===== config.mk =====
export PLATFORM = sky130hd
export DESIGN_NAME = i2c_byte_shifter
export DESIGN_NICKNAME = d
export VERILOG_FILES = /design/src/rtl/i2c_byte_shifter.sv
export SDC_FILE = /design/constraint.sdc
export NUM_CORES = 1
export LEC_CHECK = 0
export BUFFER_PORTS_ARGS = -buffer_cell sky130_fd_sc_hd__buf_4
export CORE_MARGIN = 2
export CORE_UTILIZATION = 45
export DETAILED_ROUTE_END_ITERATION = 10
export PLACE_DENSITY = 0.66
export SYNTH_ARGS = -nofsm -noshare
export SYNTH_HDL_FRONTEND = slang
export SYNTH_SLANG_ARGS = --single-unit

===== constraint.sdc =====
create_clock -name clk -period 3.5 [get_ports clk]
set_input_delay 0.7 -clock clk [delete_from_list [all_inputs] [get_ports clk]]
set_output_delay 0.7 -clock clk [all_outputs]
set_load 0.1 [all_outputs]

===== src/rtl/i2c_byte_shifter.sv =====
module i2c_byte_shifter #(
  parameter int HALF_CYC = 4
) (
  input  logic       clk,
  input  logic       rst_n,
  input  logic       scl_in,
  input  logic       sda_in,
  input  logic       sh_wr,
  input  logic       addr_wr,
  input  logic [7:0] wdata,
  input  logic       if_en,
  input  logic       master_mode,
  output logic [7:0] rd_data,
  output logic       sda_out,
  output logic       scl_out,
  output logic       byte_done,
  output logic       addr_match
);

  localparam int PW = $clog2(HALF_CYC + 1);
  localparam logic [PW-1:0] PH_LAST = PW'(HALF_CYC - 1);

  logic          scl_s, scl_f, sda_s, sda_f, sclk_d;
  logic [7:0]    shreg;
  logic [6:0]    own_adr;
  logic [2:0]    bit_cnt;
  logic          first_q, sda_q;
  logic          scl_run;
  logic [PW-1:0] ph;
  logic [2:0]    gen_cnt;

  wire load       = sh_wr & if_en;
  wire restart    = load & master_mode;
  wire cnt_clr    = ~if_en | restart;
  wire shift_rise = if_en & scl_f & ~sclk_d;
  wire shift_fall = if_en & ~scl_f & sclk_d;
  wire last_bit   = shift_rise & (bit_cnt == 3'd7);

  assign rd_data = shreg;
  assign sda_out = sda_q;

  // two-sample noise filter and shift-clock delay
  always_ff @(posedge clk or negedge rst_n)
    if (!rst_n) begin
      scl_s <= 1'b1; scl_f <= 1'b1;
      sda_s <= 1'b1; sda_f <= 1'b1;
      sclk_d <= 1'b1;
    end else begin
      scl_s <= scl_in;
      sda_s <= sda_in;
      if (scl_in == scl_s) scl_f <= scl_in;
      if (sda_in == sda_s) sda_f <= sda_in;
      sclk_d <= scl_f;
    end

  always_ff @(posedge clk or negedge rst_n)
    if (!rst_n) begin
      shreg <= '0;
      sda_q <= 1'b1;
    end else begin
      if (load)            shreg <= wdata;
      else if (shift_rise) shreg <= {shreg[6:0], sda_f};
      if (load)            sda_q <= wdata[7];
      else if (shift_fall) sda_q <= shreg[7];
    end

  always_ff @(posedge clk or negedge rst_n)
    if (!rst_n)          own_adr <= '0;
    else if (addr_wr)    own_adr <= wdata[6:0];

  always_ff @(posedge clk or negedge rst_n)
    if (!rst_n) begin
      bit_cnt    <= '0;
      first_q    <= 1'b1;
      addr_match <= 1'b0;
      byte_done  <= 1'b0;
    end else begin
      byte_done <= last_bit & ~cnt_clr;
      if (cnt_clr) begin
        bit_cnt    <= '0;
        first_q    <= 1'b1;
        addr_match <= 1'b0;
      end else if (shift_rise) begin
        bit_cnt <= bit_cnt + 3'd1;
        if (last_bit) begin
          first_q <= 1'b0;
          if (first_q) addr_match <= (shreg[6:0] == own_adr);
        end
      end
    end

  // master SCL generator: low half, high half, eight periods
  always_ff @(posedge clk or negedge rst_n)
    if (!rst_n) begin
      scl_run <= 1'b0;
      scl_out <= 1'b1;
      ph      <= '0;
      gen_cnt <= '0;
    end else if (restart) begin
      scl_run <= 1'b1;
      scl_out <= 1'b0;
      ph      <= '0;
      gen_cnt <= '0;
    end else if (!if_en) begin
      scl_run <= 1'b0;
      scl_out <= 1'b1;
    end else if (scl_run) begin
      if (ph == PH_LAST) begin
        ph <= '0;
        if (!scl_out)             scl_out <= 1'b1;
        else if (gen_cnt == 3'd7) scl_run <= 1'b0;
        else begin
          scl_out <= 1'b0;
          gen_cnt <= gen_cnt + 3'd1;
        end
      end else begin
        ph <= ph + PW'(1);
      end
    end

  initial assert (HALF_CYC >= 3) else $error("HALF_CYC must cover the filter delay");


  byte_pulse_chk: assert property (@(posedge clk) disable iff (!rst_n)
    byte_done |=> !byte_done);


  gated_write_chk: assert property (@(posedge clk) disable iff (!rst_n)
    !if_en |=> $stable(rd_data));


  match_rise_chk: assert property (@(posedge clk) disable iff (!rst_n)
    $rose(addr_match) |-> byte_done);


  sda_hold_chk: assert property (@(posedge clk) disable iff (!rst_n)
    !$stable(sda_out) |-> $past(!scl_f || load));


  scl_idle_chk: assert property (@(posedge clk) disable iff (!rst_n)
    (!scl_run && !restart) |=> scl_out);


  idle_count_chk: assert property (@(posedge clk) disable iff (!rst_n)
    !if_en |=> (bit_cnt == 3'd0));

endmodule


Word-level counts from Yosys, hierarchy flattened
Index checks and enable logic that the tools add are counted.
Widths: inputs -> output; s select.

operators by class
  equality and inequality tests = 9
  reduce and logical (&&, ||, !) cells = 14
  $add $sub $neg = 3
  multiplexer cells = 35
  bitwise logic cells = 13

operators with widths
  cell                 count
  $mux 3               12
  $mux 1               21
  $reduce_bool 2->1    9
  $mux 8               2
  $add 3x1->3 const B  3
  $and 1x1->1          8
  $eq 7x7->1           1
  $eq 3x3->1 const B   2
  $ne 3x1->1 const B   2
  $reduce_and 2->1     3
  $reduce_and 5->1     1
  $not 1->1            4
  $eq 3x2->1 const B   1
  $reduce_and 3->1     1
  $eq 1x1->1           2
  $ne 2x2->1 const B   1
  $or 1x1->1           1

storage, ports and cells
  output and inout bits = 12
  register bits after elaboration = 35
  logic and storage cells = 90

Logic depth before layout (Yosys ltp)
Gate-level depths: netlist of run 1.

  depth in word-level cells = 7
  gate-level depth with buffers = 5

Worst setup path before layout of run 1
OpenSTA, ideal clock, no wires.

  path type = register -> output
  start = register shreg[0], in the netlist rd_data[0]
  end = output rd_data[0]
  path buffers = 0
  setup slack = 1861 ps
  cell stages (with the launch flop) = 1
  arrival = 939 ps
  data required time = 2800 ps
  cells stage by stage = dfrtp_1

RTL lines
  element                   line  source
  start: declaration        24    logic [7:0] shreg;
  start signal: assignment  61    if (load) shreg <= wdata;
  start signal: assignment  62    else if (shift_rise) shreg <= {shreg[6:0], sda_f};
  end: declaration          13    output logic [7:0] rd_data,

No word-level cell between the ends.

Worst setup path in the final report of run 1
  start = register scl_out
  end = output scl_out

RTL lines
  element                   line  source
  start: declaration        15    output logic scl_out,
  start signal: assignment  96    scl_out <= 1'b1;
  start signal: assignment  101   scl_out <= 1'b0;
  start signal: assignment  106   scl_out <= 1'b1;

No word-level cell between the ends.

==> results of run 1 <==
## area by class of cell
type                    count  area (sq um)  area share, %
inverters                   2         7.507         0.3891
clock inverters             1         30.03          1.556
well taps                  46         57.56          2.983
repair buffers             27         202.7          10.51
clock buffers               7         45.04          2.335
multi-input cells         108         700.7          36.32
flip-flops and latches     35         885.9          45.91
## power groups by stage
stage	Sequential [W]	Combinational (W)	Clock [W]
6_report	0.000490	0.000307	0.000281
5_1_grt	0.000498	0.000329	0.000303
4_1_cts	0.000491	0.000310	0.000287
3_5_place_dp	0.000498	0.000310	0
3_3_place_gp	0.000495	0.000305	0
2_1_floorplan	0.000637	0.0000917	0
## layout by cell type, fill, tap and decap left out, types with 2 or more instances in the layout
cell       instances
nand4_1            2
nand2_1           27
buf_4             27
xnor2_1            8
a31oi_1            9
dfstp_2            8
clkbuf_1           2
nand3_1            3
nand4bb_1          2
and3b_1            2
clkbuf_4           5
nor2_1            10
or3_1              2
maj3_1             2
a21oi_1            9
ha_1               5
inv_1              2
o21ai_0            4
dfrtp_1           27
mux2_2             7
## cell usage after synthesis
master     instances
dfrtp_1           27
nand2_1           27
nor2_1            10
a21oi_1            9
a31oi_1            9
dfstp_2            8
xnor2_1            8
mux2_2             7
ha_1               5
o21ai_0            4
buf_2              3
nand3_1            3
and3b_1            2
buf_6              2
inv_1              2
maj3_1             2
nand4_1            2
nand4bb_1          2
or3_1              2
a211oi_1           1
a21boi_2           1
a21o_1             1
and2_2             1
and2b_1            1
and3_2             1
and4bb_2           1
buf_4              1
clkbuf_1           1
nand2_2            1
nand2_4            1
nand3b_1           1
nor2b_1            1
o211ai_1           1
o22ai_1            1
o2bb2ai_1          1
o31ai_1            1
or2_1              1
## registers in the layout, indices dropped and copies added (netlist names)
| name | cells |
|---|---|
| rd_data | 8 |
| gen_cnt | 3 |
| scl_f | 1 |
| addr_match | 1 |
| own_adr | 7 |
| sclk_d | 1 |
| bit_cnt | 3 |
| scl_run | 1 |
| scl_out | 1 |
| byte_done | 1 |
| sda_f | 1 |
| ph | 3 |
| sda_out | 1 |
| sda_s | 1 |
| first_q | 1 |
| scl_s | 1 |
## per-stage QoR
stage | worst slack [ns] | util (%) | hold slack [ns] | instance area [sq um]
3_5_place_dp | 1.693 | 54.29 | 0.3955 | 1854
5_1_grt | 1.543 | 56.48 | 0.3236 | 1929
4_1_cts | 1.565 | 56.48 | 0.3012 | 1929
6_report | 1.580 | 56.48 | 0.2924 | 1929
3_3_place_gp | 1.743 | 54.29 | 0.3938 | 1854
2_1_floorplan | 1.861 | - | 0.3762 | 1643
## worst paths after layout
kind	slack (ns)	startpoint	cells after the start	to
setup / recovery	1.58	scl_out	1	scl_out
hold / removal	0.29	rst_n	1	rd_data[3]
setup reg to reg	1.88	gen_cnt[0]	5	gen_cnt[0]
hold reg to reg	0.41	scl_f	0	sclk_d
max in group asynchronous	2.87	rst_n	1	sda_f
min in group clk	0.41	scl_f	0	sclk_d
## per-layer routing
metal / GRT usage (%) / vias to the layer above / part of all wire (%)
met1: 23.28 / 564 / 44
met3: 4.340 / 8 / 4.1
met2: 29.82 / 21 / 51
met5: 0 / - / 0
met4: 7.181 / 0 / 1.6
li1: - / 581 / -
## cells by family (layout without fill, tap and decap cells)
logic type,count (synthesis),after routing,synth area share (%)
AO/OA/AOI/OAI,29,29,10.82
XOR/XNOR,8,8,4.265
adder cells (fa/ha/maj),7,7,5.027
buffers and inverters,9,37,3.427
flip-flops,35,35,53.92
multiplexers,7,7,4.798
AND/OR/NAND/NOR,57,57,17.75
==> out/qor.csv, run 1 <==
stage,metric,value,unit
status,run_status,finished clean,
clocking,post-cts-setup-buffer-count,0,
timing,max_freq,0.5208,GHz
pwr,p_switching,0.0003874,W
critical_path,cp.required,2.80,ns
yosys,netlist_instances,152,
yosys,synth_warnings,0,
timing,hold_viol,0,
final_layout,area_growth,17.44,%
yosys,synth_top_cell_area_share,41.13,%
pwr,power_density,558.8,nW/um^2
yosys,synth.avg_cell_area,10.81,sq um
pwr,p_int,0.0006906,W
die,rows,21,
timing,slew_viol_final,0,
die,die-area,4150,sq um
job,cap_violations,0,
clocking,cts_tree,yes,
final_layout,nets,200,
die,core_area,3416,sq um
detailed_routing,wl,3194,um
pwr,comb_power_share,28.4,%
timing,rsz0062_at_grt,no,
placed_design,port_buffers,27,
clocking,clkTransAtPathRegs,0.11,ns
critical_path,cp.buffers_inverters,1,
yosys,seq_area_frac_synth,53.92,%
timing,finalSetupViolations,0,
yosys,synth_fp_nets,173,
min_path,hold_class,in -> async,
die,pin_count,28,
critical_path,crit_chain,buf_4,
placed_design,dp.cells,218,
yosys,ys_ff_latch,35,
pwr,total_power,0.001078,W
critical_path,cpPeakStageDelay,0.58,ns
clocking,clk_path_buf_depth,2,
critical_path,crit_type,reg -> out,
global_route,antenna_found_initial,0,
detailed_routing,via_per_inst,5.195,
clocking,h-tree-depth,2,
critical_path,worst_setup_path_start_kind,flip-flop,
die,fp.dieH,64.42,um
timing,finalClockSkew,0.01602,ns
critical_path,timing.critical_path.fanout_max,5,
critical_path,end_kind,primary output,
clocking,clock_tree.root_cell,clkbuf_4,
pwr,peakVddDrop,0.3921,mV
clocking,cts-resized-gates,0,
clocking,clock_sinks,35,
detailed_routing,vias,1174,
timing,tightest_slew,0.4817,ns
global_route,grt_use_total,18.17,%
pwr,leakagePower,0.8694,nW
timing,slew-limit-headroom,67.79,%
global_route,grt_pass1_vias,1231,
yosys,yosys-top-cells-area,"dfrtp_1 41%, dfstp_2 13%, nand2_1 6.2%",
global_route,grt_overflow,0,
yosys,yosysTopAreaCell,dfrtp_1,
clocking,cts_buffers,5,
final_layout,diodes,0,
clocking,holdBufCountCts,0,
pwr,sw_frac_of_total,35.94,%
die,die_w,64.42,um
timing,period_needed,1.920,ns
detailed_routing,wire_per_inst,14.13,um
critical_path,cp_slowest_cell,dfstp_2,
pwr,seq_power_share,45.5,%
die,start_util,48.10,%
detailed_routing,ant_nets,0,
yosys,synth.distinct_cells,37,
yosys,syn_area,1643,sq um
global_route,grt_pass1_wl,5713,um
critical_path,worst_path_dominant_cell_family,flip-flops,
timing,tns,0,ns
final_layout,layout-drive-gt1-share,30.00,%
pwr,clkPwrFrac,26.1,%
placed_design,place_hpwl,2352,um
detailed_routing,drt_iter0_markers,48,
final_layout,fin_cells,226,
placed_design,globalplace.congestion,0.7824,
detailed_routing,drc,0,
clocking,clk_latency,0.34,ns
critical_path,cp.arrival,1.22,ns
final_layout,fillers,304,
timing,fin_crit_sh,54.86,%
detailed_routing,first_pass_iters,4,
global_route,grt_start_max_net_pins,36,
No activity file was read; power rests on OpenSTA's default activity.
==> run 2, diff against run 1 <==
==> constraint.sdc (replaced) <==
create_clock -name clk -period 1.9 [get_ports clk]
set_input_delay 0.38 -clock clk [delete_from_list [all_inputs] [get_ports clk]]
set_output_delay 0.38 -clock clk [all_outputs]
set_load 0.1 [all_outputs]
==> run 2 against run 1 <==
Cell area rose by 1.5%. Die area unchanged. Sequential power grew 84%. Total power grew 89%. Routed wire length decreased by 0.69%. Critical path depth unchanged. Flip-flop and latch count stayed put. Critical endpoint unchanged. Sequential share of layout area decreased by 0.67 points. Hold slack lost 0.15 ns.
==> out/qor.csv, run 2 (synthesis gave the netlist of run 1 again) <==
stage,metric,value,unit
critical_path,end_kind,primary output,
timing,finalSetupViolations,0,
global_route,grt_overflow,0,
critical_path,cp.arrival,1.22,ns
placed_design,place_hpwl,2344,um
critical_path,timing.critical_path.fanout_max,5,
detailed_routing,ant_nets,0,
clocking,post-cts-setup-buffer-count,0,
detailed_routing,first_pass_iters,4,
status,run_status,finished clean,
critical_path,crit_type,reg -> out,
final_layout,area_growth,19.19,%
die,die_w,64.42,um
critical_path,cp.required,1.52,ns
detailed_routing,wl,3172,um
die,core_area,3416,sq um
critical_path,cp_num_cells,1,
final_layout,diodes,0,
detailed_routing,drt_iter0_markers,43,
timing,tightest_slew,0.5204,ns
clocking,clock_sinks,35,
clocking,cts_buffers,5,
clocking,clk_path_buf_depth,2,
timing,tns,0,ns
die,fp.dieH,64.42,um
global_route,grt_pass1_vias,1194,
global_route,grt_pass1_wl,5457,um
die,die-area,4150,sq um
timing,slew_viol_final,0,
min_path,whs_path_depth,1,
die,start_util,48.10,%
final_layout,layout-drive-gt1-share,31.32,%
critical_path,reg2reg_depth,5,
die,pin_count,28,
global_route,grt_use_total,17.66,%
timing,fin_crit_sh,84.07,%
critical_path,cp.buffers_inverters,1,
timing,worst_hold_slack,0.1450,ns
final_layout,nets,202,
detailed_routing,wire_per_inst,13.91,um
timing,period_needed,1.597,ns
timing,max_freq,0.6260,GHz
pwr,power_density,1038,nW/um^2
critical_path,cpPeakStageDelay,0.58,ns
clocking,clock_tree.root_cell,clkbuf_4,
placed_design,dp.cells,219,
global_route,grt_start_max_net_pins,36,
detailed_routing,route.met3.wl,158,um
clocking,h-tree-depth,2,
critical_path,crit_chain,buf_4,
placed_design,port_buffers,27,
critical_path,worst_path_dominant_cell_family,flip-flops,
critical_path,worst_setup_path_start_kind,flip-flop,
timing,finalClockSkew,0.01229,ns
detailed_routing,via_per_inst,5.333,
min_path,hold_class,in -> reg,
critical_path,reg2reg_setup_slack,0.32,ns
clocking,clkTransAtPathRegs,0.11,ns
detailed_routing,vias,1216,
critical_path,cp_slowest_cell,dfstp_2,
clocking,cts_tree,yes,
pwr,leakagePower,0.8876,nW
final_layout,layout_commonest_cell,buf_4,
timing,slew-limit-headroom,65.20,%
global_route,antenna_found_initial,0,
final_layout,final_cell_mix,"28 x buf_4, 27 x nand2_1, 27 x dfrtp_1",
job,cap_violations,0,
placed_design,pre_cts_ws,0.3362,ns
die,rows,21,
pwr,peakVddDrop,0.6236,mV
timing,rsz0062_at_grt,no,
final_layout,largest_reg_flops,8,
timing,hold_viol,0,
detailed_routing,routed.top_layer,met4,
placed_design,globalplace.congestion,0.7543,
timing,timing.final.ws_setup,0.3027,ns
detailed_routing,wl_met1,1307,um
detailed_routing,met2RoutedLength,1620,um
detailed_routing,drc,0,
final_layout,fin_cells,228,
clocking,clk_latency,0.34,ns
-- run 2: stage by stage --
step / instance area [sq um] / utilization [%] / total power (W)
after global routing: 1958 / 57.33 / 0.002143
final: 1958 / 57.33 / 0.002033
after CTS: 1958 / 57.33 / 0.002061
after floorplan: 1643 / - / 0.001342
after global placement: 1862 / 54.51 / 0.001477
after detailed placement: 1862 / 54.51 / 0.001490
-- run 2: final cells by class --
class                   instances  area [sq um]
flip-flops and latches         35         885.9
inverters                       2         7.507
well taps                      46         57.56
clock inverters                 2         35.03
multi-input cells             108         700.7
repair buffers                 29         220.2
clock buffers                   6         51.30
fillers                       318          1458
-- run 2: final timing paths --
path                            startpoint         end
worst min register to register       scl_f      sclk_d
worst min-delay path                scl_in       scl_s
worst max register to register  gen_cnt[0]  gen_cnt[0]
max in group asynchronous            rst_n       sda_f
min in group asynchronous            rst_n  own_adr[6]
worst max-delay path               scl_out     scl_out
-- run 2: what timing repair did --
item,CTS,global route
hold buffers,1,0
resized for setup,0,0
hold endpoints to repair,27,0
-- run 2: metal layers --
| layer | GRT usage (%) | up-vias |
|---|---|---|
| li1 | - | 587 |
| met1 | 20.46 | 585 |
| met2 | 29.30 | 34 |
| met3 | 5.903 | 10 |
| met4 | 8.777 | 0 |
| met5 | 0 | - |
-- run 2: report_power, final --
part / internal, W / total [W] / leakage (nW) / switching, W
registers: 0.000830 / 0.000901 / 0.421 / 0.0000706
clock network: 0.000311 / 0.000559 / 0.0482 / 0.000248
logic: 0.000166 / 0.000573 / 0.418 / 0.000408
